--- config.mk ---
export PLATFORM = sky130hd
export DESIGN_NAME = ovs_lane_adapter
export DESIGN_NICKNAME = d
export VERILOG_FILES = /design/src/rtl/ovs_pkg.sv /design/src/rtl/ovs_rate_ctl.sv /design/src/rtl/ovs_tx_lane.sv /design/src/rtl/ovs_rx_lane.sv /design/src/rtl/ovs_fwd_clk.sv /design/src/rtl/ovs_lane_adapter.sv
export SDC_FILE = /design/constraint.sdc
export NUM_CORES = 1
export LEC_CHECK = 0
export BUFFER_PORTS_ARGS = -buffer_cell sky130_fd_sc_hd__buf_4
export CELL_PAD_IN_SITES_DETAIL_PLACEMENT = 0
export CELL_PAD_IN_SITES_GLOBAL_PLACEMENT = 1
export CORE_MARGIN = 1.5
export CORE_UTILIZATION = 32
export DETAILED_ROUTE_END_ITERATION = 16
export PLACE_DENSITY = 0.88
export SYNTH_ARGS = -nofsm -noshare
export SYNTH_HDL_FRONTEND = slang
export SYNTH_HIERARCHICAL = 1
export SYNTH_SLANG_ARGS = --single-unit
export TNS_END_PERCENT = 1
--- constraint.sdc ---
create_clock -name clk -period 1.95 [get_ports clk]
set_input_delay 0.585 -clock clk [delete_from_list [all_inputs] [get_ports clk]]
set_output_delay 0.585 -clock clk [all_outputs]
set_load 0.03 [all_outputs]
--- src/rtl/ovs_pkg.sv ---
package ovs_pkg;
  typedef enum logic {
    RATE_LOW  = 1'b0,
    RATE_HIGH = 1'b1
  } rate_e;
endpackage

--- src/rtl/ovs_rate_ctl.sv ---
module ovs_rate_ctl
  import ovs_pkg::*;
(
  input  logic  clk,
  input  logic  rst,
  input  logic  rate_req,
  input  logic  rate_load,
  output rate_e rate_o
);
  rate_e rate_q;

  always_ff @(posedge clk) begin
    if (rst || rate_load) rate_q <= rate_e'(rate_req);
  end

  assign rate_o = rate_q;


  rate_hold_chk: assert property (@(posedge clk) disable iff (rst)
    !rate_load |=> $stable(rate_q));
endmodule

--- src/rtl/ovs_tx_lane.sv ---
module ovs_tx_lane
  import ovs_pkg::*;
#(
  parameter int BYTE_W = 8
) (
  input  logic                clk,
  input  logic                rst,
  input  rate_e               rate,
  input  logic [BYTE_W-1:0]   byte_i,
  output logic [2*BYTE_W-1:0] word_o
);
  localparam int SER_W = 2 * BYTE_W;

  logic [SER_W-1:0] dup_w;
  logic [SER_W-1:0] pass_w;
  logic [SER_W-1:0] word_q;
  logic [SER_W-1:0] even_mask;

  always_comb begin
    for (int i = 0; i < BYTE_W; i++) begin
      dup_w[2*i]     = byte_i[i];
      dup_w[2*i+1]   = byte_i[i];
      even_mask[2*i]   = 1'b1;
      even_mask[2*i+1] = 1'b0;
    end
    pass_w = {{BYTE_W{1'b0}}, byte_i};
  end

  always_ff @(posedge clk) begin
    if (rst)                    word_q <= '0;
    else if (rate == RATE_HIGH) word_q <= pass_w;
    else                        word_q <= dup_w;
  end

  assign word_o = word_q;


  tx_dup_pair_chk: assert property (@(posedge clk) disable iff (rst)
    (rate == RATE_LOW) |=> (((word_q ^ (word_q >> 1)) & even_mask) == '0));

  tx_hs_upper_chk: assert property (@(posedge clk) disable iff (rst)
    (rate == RATE_HIGH) |=> (word_q[SER_W-1:BYTE_W] == '0));

  tx_latency_chk: assert property (@(posedge clk) disable iff (rst)
    (rate == RATE_HIGH) |=> (word_q[BYTE_W-1:0] == $past(byte_i)));
endmodule

--- src/rtl/ovs_rx_lane.sv ---
module ovs_rx_lane
  import ovs_pkg::*;
#(
  parameter int BYTE_W = 8
) (
  input  logic                clk,
  input  logic                rst,
  input  rate_e               rate,
  input  logic [2*BYTE_W-1:0] word_i,
  output logic [BYTE_W-1:0]   byte_o,
  output logic                pair_err_o
);
  logic [BYTE_W-1:0] even_bits;
  logic [BYTE_W-1:0] pair_diff;
  logic [BYTE_W-1:0] byte_q;
  logic              err_q;

  always_comb begin
    for (int i = 0; i < BYTE_W; i++) begin
      even_bits[i] = word_i[2*i];
      pair_diff[i] = word_i[2*i] ^ word_i[2*i+1];
    end
  end

  always_ff @(posedge clk) begin
    if (rst) begin
      byte_q <= '0;
      err_q  <= 1'b0;
    end else if (rate == RATE_HIGH) begin
      byte_q <= word_i[BYTE_W-1:0];
      err_q  <= 1'b0;
    end else begin
      byte_q <= even_bits;
      err_q  <= |pair_diff;
    end
  end

  assign byte_o     = byte_q;
  assign pair_err_o = err_q;


  rx_err_hs_chk: assert property (@(posedge clk) disable iff (rst)
    (rate == RATE_HIGH) |=> !err_q);

  rx_even_chk: assert property (@(posedge clk) disable iff (rst)
    (rate == RATE_LOW) |=> (byte_q[0] == $past(word_i[0])));
endmodule

--- src/rtl/ovs_fwd_clk.sv ---
module ovs_fwd_clk
  import ovs_pkg::*;
#(
  parameter int BYTE_W = 8
) (
  input  logic                clk,
  input  logic                rst,
  input  rate_e               rate,
  output logic [2*BYTE_W-1:0] word_o
);
  localparam int SER_W = 2 * BYTE_W;

  logic [SER_W-1:0] pat_low;
  logic [SER_W-1:0] pat_high;
  logic [SER_W-1:0] word_q;

  always_comb begin
    for (int k = 0; k < SER_W; k++) begin
      pat_low[k]  = (((k + 1) / 2) % 2) == 0;
      pat_high[k] = (k < BYTE_W) && ((k % 2) == 0);
    end
  end

  always_ff @(posedge clk) begin
    if (rst)                    word_q <= '0;
    else if (rate == RATE_HIGH) word_q <= pat_high;
    else                        word_q <= pat_low;
  end

  assign word_o = word_q;


  clk_low_edge_chk: assert property (@(posedge clk) disable iff (rst)
    (rate == RATE_LOW) |=> (word_q[0] && !word_q[1] && !word_q[2] && word_q[3]));

  clk_high_edge_chk: assert property (@(posedge clk) disable iff (rst)
    (rate == RATE_HIGH) |=> (word_q[0] && !word_q[1] && !word_q[SER_W-1]));
endmodule

--- src/rtl/ovs_lane_adapter.sv ---
module ovs_lane_adapter
  import ovs_pkg::*;
#(
  parameter int LANES  = 2,
  parameter int BYTE_W = 8
) (
  input  logic                      clk,
  input  logic                      rst,
  input  logic                      rate_req,
  input  logic                      rate_load,
  input  logic [LANES*BYTE_W-1:0]   tx_byte,
  output logic [LANES*2*BYTE_W-1:0] ser_tx_word,
  input  logic [LANES*2*BYTE_W-1:0] ser_rx_word,
  output logic [LANES*BYTE_W-1:0]   rx_byte,
  output logic [LANES-1:0]          rx_pair_err,
  output logic [2*BYTE_W-1:0]       fwd_clk_word,
  output logic                      rate_hi
);
  localparam int SER_W = 2 * BYTE_W;

  rate_e rate;

  ovs_rate_ctl u_rate (
    .clk       (clk),
    .rst       (rst),
    .rate_req  (rate_req),
    .rate_load (rate_load),
    .rate_o    (rate)
  );

  for (genvar n = 0; n < LANES; n++) begin : g_lane
    ovs_tx_lane #(.BYTE_W(BYTE_W)) u_tx (
      .clk    (clk),
      .rst    (rst),
      .rate   (rate),
      .byte_i (tx_byte[n*BYTE_W +: BYTE_W]),
      .word_o (ser_tx_word[n*SER_W +: SER_W])
    );
    ovs_rx_lane #(.BYTE_W(BYTE_W)) u_rx (
      .clk        (clk),
      .rst        (rst),
      .rate       (rate),
      .word_i     (ser_rx_word[n*SER_W +: SER_W]),
      .byte_o     (rx_byte[n*BYTE_W +: BYTE_W]),
      .pair_err_o (rx_pair_err[n])
    );
  end

  ovs_fwd_clk #(.BYTE_W(BYTE_W)) u_clk (
    .clk    (clk),
    .rst    (rst),
    .rate   (rate),
    .word_o (fwd_clk_word)
  );

  assign rate_hi = (rate == RATE_HIGH);


  rst_clear_chk: assert property (@(posedge clk)
    rst |=> (ser_tx_word == '0 && rx_byte == '0 && rx_pair_err == '0));
endmodule

==> results.cfg, run 1 <==
[status]
outcome = complete, no violations

[power_and_ir_drop]
p_leak_nw = 1.37
cellPowerDensity_nw_per_um2 = 831
total_power_mw = 2.28
ir_worst_vdd_v = 0.000316

[logic_synthesis]
yosysSeqAreaShare_pct = 49.8
synth_compound_area_share_pct = 5.62
synth_commonest_cells = dfxtp_1, buf_4, nor2_1
synth.top_cell.area_share_pct = 48.2
async_flop_share_pct = 0
yosys.area_share.adder_pct = 0
synth_edf_count = 1
synth_most_common_cell = dfxtp_1
ys_types = 22
synth_top_area_cell = dfxtp_1
yosys_warnings = 6
yosys.area_share.simple_pct = 16.8
synth.avg_cell_area_um2 = 10.5
syn_inst = 178
synthTopCellsByArea = dfxtp_1, buf_4, mux2i_1
synth.area.mux_share_pct = 8.56
synth_top_family_by_area = simple AND/OR/NAND/NOR gates
synthFlopType = dfxtp_1
synth_xor_area_share_pct = 7.49
ys_seq_elements = 46
syn-cell-area_um2 = 1870

[setup_path]
cp.arrival_ns = 0.93
crit_chain = buf_4
critical-path-max-stage-delay_ns = 0.44
regToRegSetupSlack_ns = 0.81
critPathLaunchType = flip-flop
crit_buf_inv = 1
cp.required_ns = 1.36
crit_family = flip-flops
cp_slowest_cell = edfxtp_1
worst-setup-path-type = flip-flop to output port
end_kind = output port
crit_fanout = 2

[detailed_routing]
vias_per_cell = 4.21
drc_errors = 0
drtIter0Drc = 20
antenna_left = 0
wire_per_inst_um = 11.0
firstDrtPassIters = 4
routed_wl_um = 3820
vias = 1465

[floorplan]
fp-row-count = 27
die_h_um = 79.5
start_util_pct = 33.6
die_w_um = 79.5
core_area_um2 = 5570
io_pins = 119
design.die.area_um2 = 6310

[clocking]
ctsRootBufferMaster = clkbuf_8
cts-hold-fix-buffers = 0
cts_tree = built
h-tree-depth = 2
cts_setup_buffers = 0
clkSlewWorstSetupHoldPaths_ns = 0.08
cts-buffers-inserted = 5
clock_latency_ns = 0.29
cts_num_sinks = 46
cts-resized-gates = 0
clockBufferDepth = 2

[final_layout]
drive_above_1_share_pct = 49.3
diodes = 0
fin_cells = 348
postLayoutCoreUtil_pct = 49.2
regArea_um2 = 931
nets = 327
n_fill_cell = 548
syn_to_final_growth_pct = 46.8
multiInputGateArea_um2 = 742

[place]
portBuffers = 112
dp.cells = 340
gp_congestion = 0.657
dpl.hpwl_um = 2950

[global_route]
antenna_found_initial = 0
grt_pass1_wl_um = 5990
grt_overflow = 0
grt_pass1_vias = 1373
grtUsageTotal_pct = 12.3
grt_start_max_net_pins = 41

[hold_path]
hp-class = input port to flip-flop

[timing]
whs_ns = 0.464
finalClockSkew_ns = 0.00526
grt_setup_unrepaired = no
min_period_ns = 1.52
slew_viol_final = 0
hold_viol_final = 0
setup_tns_ns = 0
max_freq_mhz = 659
finalCritPeriodShare_pct = 77.8
finalSetupViolCount = 0

[run]
drv_cap = 0
routing by layer:
metal  track usage, %  part of all wire, %  vias up
met3             4.69                   10        5
li1                 -                    -      735
met1             13.0                   39      647
met5                0                    0        -
met2             21.6                   49       78
met4             5.26                  1.7        0
cell usage in the layout, fill, tap and decap left out, drive strengths merged:
master	Yosys	routed
dfxtp	45	45
nor2	19	19
or2b	2	2
nand2b	4	4
and2	8	8
mux2i	16	16
or2	1	1
clkbuf	2	8
edfxtp	1	1
inv	1	1
buf	27	114
nor2b	5	5
a21oi	12	12
nand2	12	12
a211oi	2	2
xor2	16	16
conb	1	6
nor4	4	4
stage by stage:
stage	worst slack [ns]	instance area [um2]
CTS	0.417	2750
detailed placement	0.525	2640
finish	0.433	2750
global route	0.394	2750
global placement	0.535	2640
floorplan	0.587	1890
where the power goes:
group	leakage, nW	switching, mW	internal, mW	total, mW
sequential	0.384	0.0227	1.01	1.03
combinational	0.925	0.338	0.253	0.591
clock	0.0575	0.300	0.358	0.658
path summary, 6_finish.rpt:
path	startpoint	endpoint	cells past startpoint
max	u_rate/rate_o	rate_hi	1
min reg2reg	u_rate/rate_o	g_lane[1].u_rx/pair_err_o	2
min	rate_req	u_rate/rate_o	1
max reg2reg	u_rate/rate_o	g_lane[1].u_tx/word_o[3]	3
worst register-to-register path: stages, from the launching register on:
cell	delay, ns
edfxtp_1	0.44
buf_12	0.22
or2b_1	0.27
a21oi_1	0.14
registers in the layout, summed over array words and instances, names as in the netlist:
register,count
g_lane.u_rx/byte_o,16
g_lane.u_rx/pair_err_o,2
g_lane.u_tx/word_o,24
u_clk/word_o,3
u_rate/rate_o,1
logic make-up (layout without fill, tap and decap cells):
| group | after synthesis | count (layout) |
|---|---|---|
| simple gates | 55 | 55 |
| flops | 46 | 46 |
| buf+inv | 30 | 123 |
| xor+xnor | 16 | 16 |
| mux | 16 | 16 |
| compound gates | 14 | 14 |
| other cells | 1 | 6 |
area by class of cell:
cell class / count / share of cell area, %
sequential: 46 / 33.9
timing repair buffer: 114 / 31.6
multi-input combinational: 107 / 27.0
clock buffer: 8 / 4.01
tap: 72 / 3.28
inverter: 1 / 0.137
Note: power is estimated with default switching activity, not from simulation.
==> inputs of run 2 (changes only) <==
--- a/config.mk
+++ b/config.mk
@@ -9,9 +9,9 @@
 export CELL_PAD_IN_SITES_DETAIL_PLACEMENT = 0
 export CELL_PAD_IN_SITES_GLOBAL_PLACEMENT = 1
 export CORE_MARGIN = 1.5
-export CORE_UTILIZATION = 32
+export CORE_UTILIZATION = 30
 export DETAILED_ROUTE_END_ITERATION = 16
-export PLACE_DENSITY = 0.88
+export PLACE_DENSITY = 0.83
 export SYNTH_ARGS = -nofsm -noshare
 export SYNTH_HDL_FRONTEND = slang
 export SYNTH_HIERARCHICAL = 1
==> constraint.sdc (replaced) <==
create_clock -name clk -period 1.4 [get_ports clk]
set_input_delay 0.42 -clock clk [delete_from_list [all_inputs] [get_ports clk]]
set_output_delay 0.42 -clock clk [all_outputs]
set_load 0.03 [all_outputs]
==> run 2 against run 1 <==
Compared with the run above: non-clock buffer count is 4 higher; sequential share of layout area decreased by 0.41 points; critical path depth stayed put; worst setup slack worse by 0.36 ns; via count up 1.9%; global-route usage shrank 0.092 points; design area rose by 1.2%; sequential power grew 40%; power increased by 40%; clock-buffer cell count is the same; flip-flop and latch count unchanged; critical path type unchanged; critical endpoint unchanged; largest power group unchanged.
==> results.cfg, run 2 (synthesis results as in run 1) <==
[global_route]
grt_pass1_vias = 1378
grt_pass1_wl_um = 6050
grtUsageTotal_pct = 12.2
antenna_found_initial = 0
grt_overflow = 0
grt_start_max_net_pins = 26

[final_layout]
largest_reg_flops = 24
drive_above_1_share_pct = 50.0
final_area_um2 = 2780
nets = 331
layout_commonest_cell = buf_4
postLayoutCoreUtil_pct = 46.7
final_cell_mix = buf_4, dfxtp_1, nor2_1, mux2i_1, xor2_1
n_fill_cell = 589
diodes = 0
syn_to_final_growth_pct = 48.6

[clocking]
cts_num_sinks = 46
clock_latency_ns = 0.29
cts_tree = built
cts-resized-gates = 0
clkSlewWorstSetupHoldPaths_ns = 0.08
clockBufferDepth = 2
cts-hold-fix-buffers = 0
h-tree-depth = 2
ctsRootBufferMaster = clkbuf_8
cts-buffers-inserted = 5

[setup_path]
crit_fanout = 3
critical-path-max-stage-delay_ns = 0.42
cp.required_ns = 0.98
crit_family = flip-flops
cp_slowest_cell = edfxtp_1
regToRegSetupSlack_ns = 0.21
timing.rr.start = u_rate/rate_o
reg2reg_to = g_lane[0].u_tx/word_o[3]
crit_chain = buf_4
r2r_cells = 4
worst-setup-path-type = flip-flop to output port
crit_buf_inv = 1
end_kind = output port
critPathLaunchType = flip-flop
cp.arrival_ns = 0.91

[detailed_routing]
vias = 1493
wire_per_inst_um = 11.3
routed_wl_um = 4010
drtIter0Drc = 30
vias_per_cell = 4.21
drc_errors = 0
firstDrtPassIters = 4
antenna_left = 0

[status]
outcome = complete, no violations

[timing]
finalCritPeriodShare_pct = 94.7
slew_viol_final = 0
grt_setup_unrepaired = no
finalClockSkew_ns = 0.00480
min_period_ns = 1.33
hold_viol_final = 0
finalSetupViolCount = 0
setup_tns_ns = 0
max_freq_mhz = 755
whs_ns = 0.300

[power_and_ir_drop]
cellPowerDensity_nw_per_um2 = 1150
ir_worst_vdd_v = 0.000498
total_power_mw = 3.20
p_leak_nw = 1.39

[hold_path]
hold_end = u_rate/rate_o
hp-class = input port to flip-flop
hp-start = rate_req
whs_path_depth = 1

[place]
gp_congestion = 0.713
dpl.hpwl_um = 3140
postPlaceCellArea_um2 = 2660
portBuffers = 112

[floorplan]
start_util_pct = 31.4
fp-row-count = 28
design.die.area_um2 = 6720
io_pins = 119
core_area_um2 = 5960
die_h_um = 82.0
die_w_um = 82.0

[run]
drv_cap = 0
==> run 2: stage by stage <==
step	worst slack, ns	std cells
after floorplan	0.123	183
after global placement	0.118	346
after detailed placement	0.129	346
after CTS	0.00711	354
after global routing	0.0182	355
final	0.0748	355
==> run 2: repair_timing <==
action / 4_1_cts / 5_1_grt
hold endpoints to repair: 0 / 0
buffers inserted: 0 / 1
endpoints found under the setup margin: 0 / 1
==> run 2: cell type report <==
class / instances / area [um2] / area share (%)
tap: 75 / 93.8 / 3.38
sequential: 46 / 931 / 33.5
clock buffer: 8 / 110 / 3.96
multi-input combinational: 107 / 742 / 26.7
timing repair buffer: 118 / 898 / 32.3
inverter: 1 / 3.75 / 0.135
==> run 2: worst max-delay path by stage <==
stage / from / cells past startpoint / end
2_1_floorplan: u_rate/rate_o / 3 / g_lane[0].u_rx/byte_o[1]
3_3_place_gp: ser_rx_word[11] / 4 / g_lane[0].u_rx/pair_err_o
3_5_place_dp: ser_rx_word[11] / 4 / g_lane[0].u_rx/pair_err_o
4_1_cts: u_rate/rate_o / 1 / rate_hi
5_1_grt: u_clk/word_o[12] / 1 / fwd_clk_word[7]
6_report: u_rate/rate_o / 1 / rate_hi
==> run 2: power by group <==
part,switching [mW],total (mW),internal [mW]
registers,0.0306,1.44,1.41
clock network,0.423,0.921,0.499
logic,0.477,0.840,0.362
total,0.930,3.20,2.27
==> run 2: per-layer routing <==
layer	track usage (%)	up-vias	wire length (um)
met5	0	-	0
met4	5.08	0	70
met3	4.89	6	445
met2	21.6	76	1960
met1	12.7	668	1530
li1	-	743	-
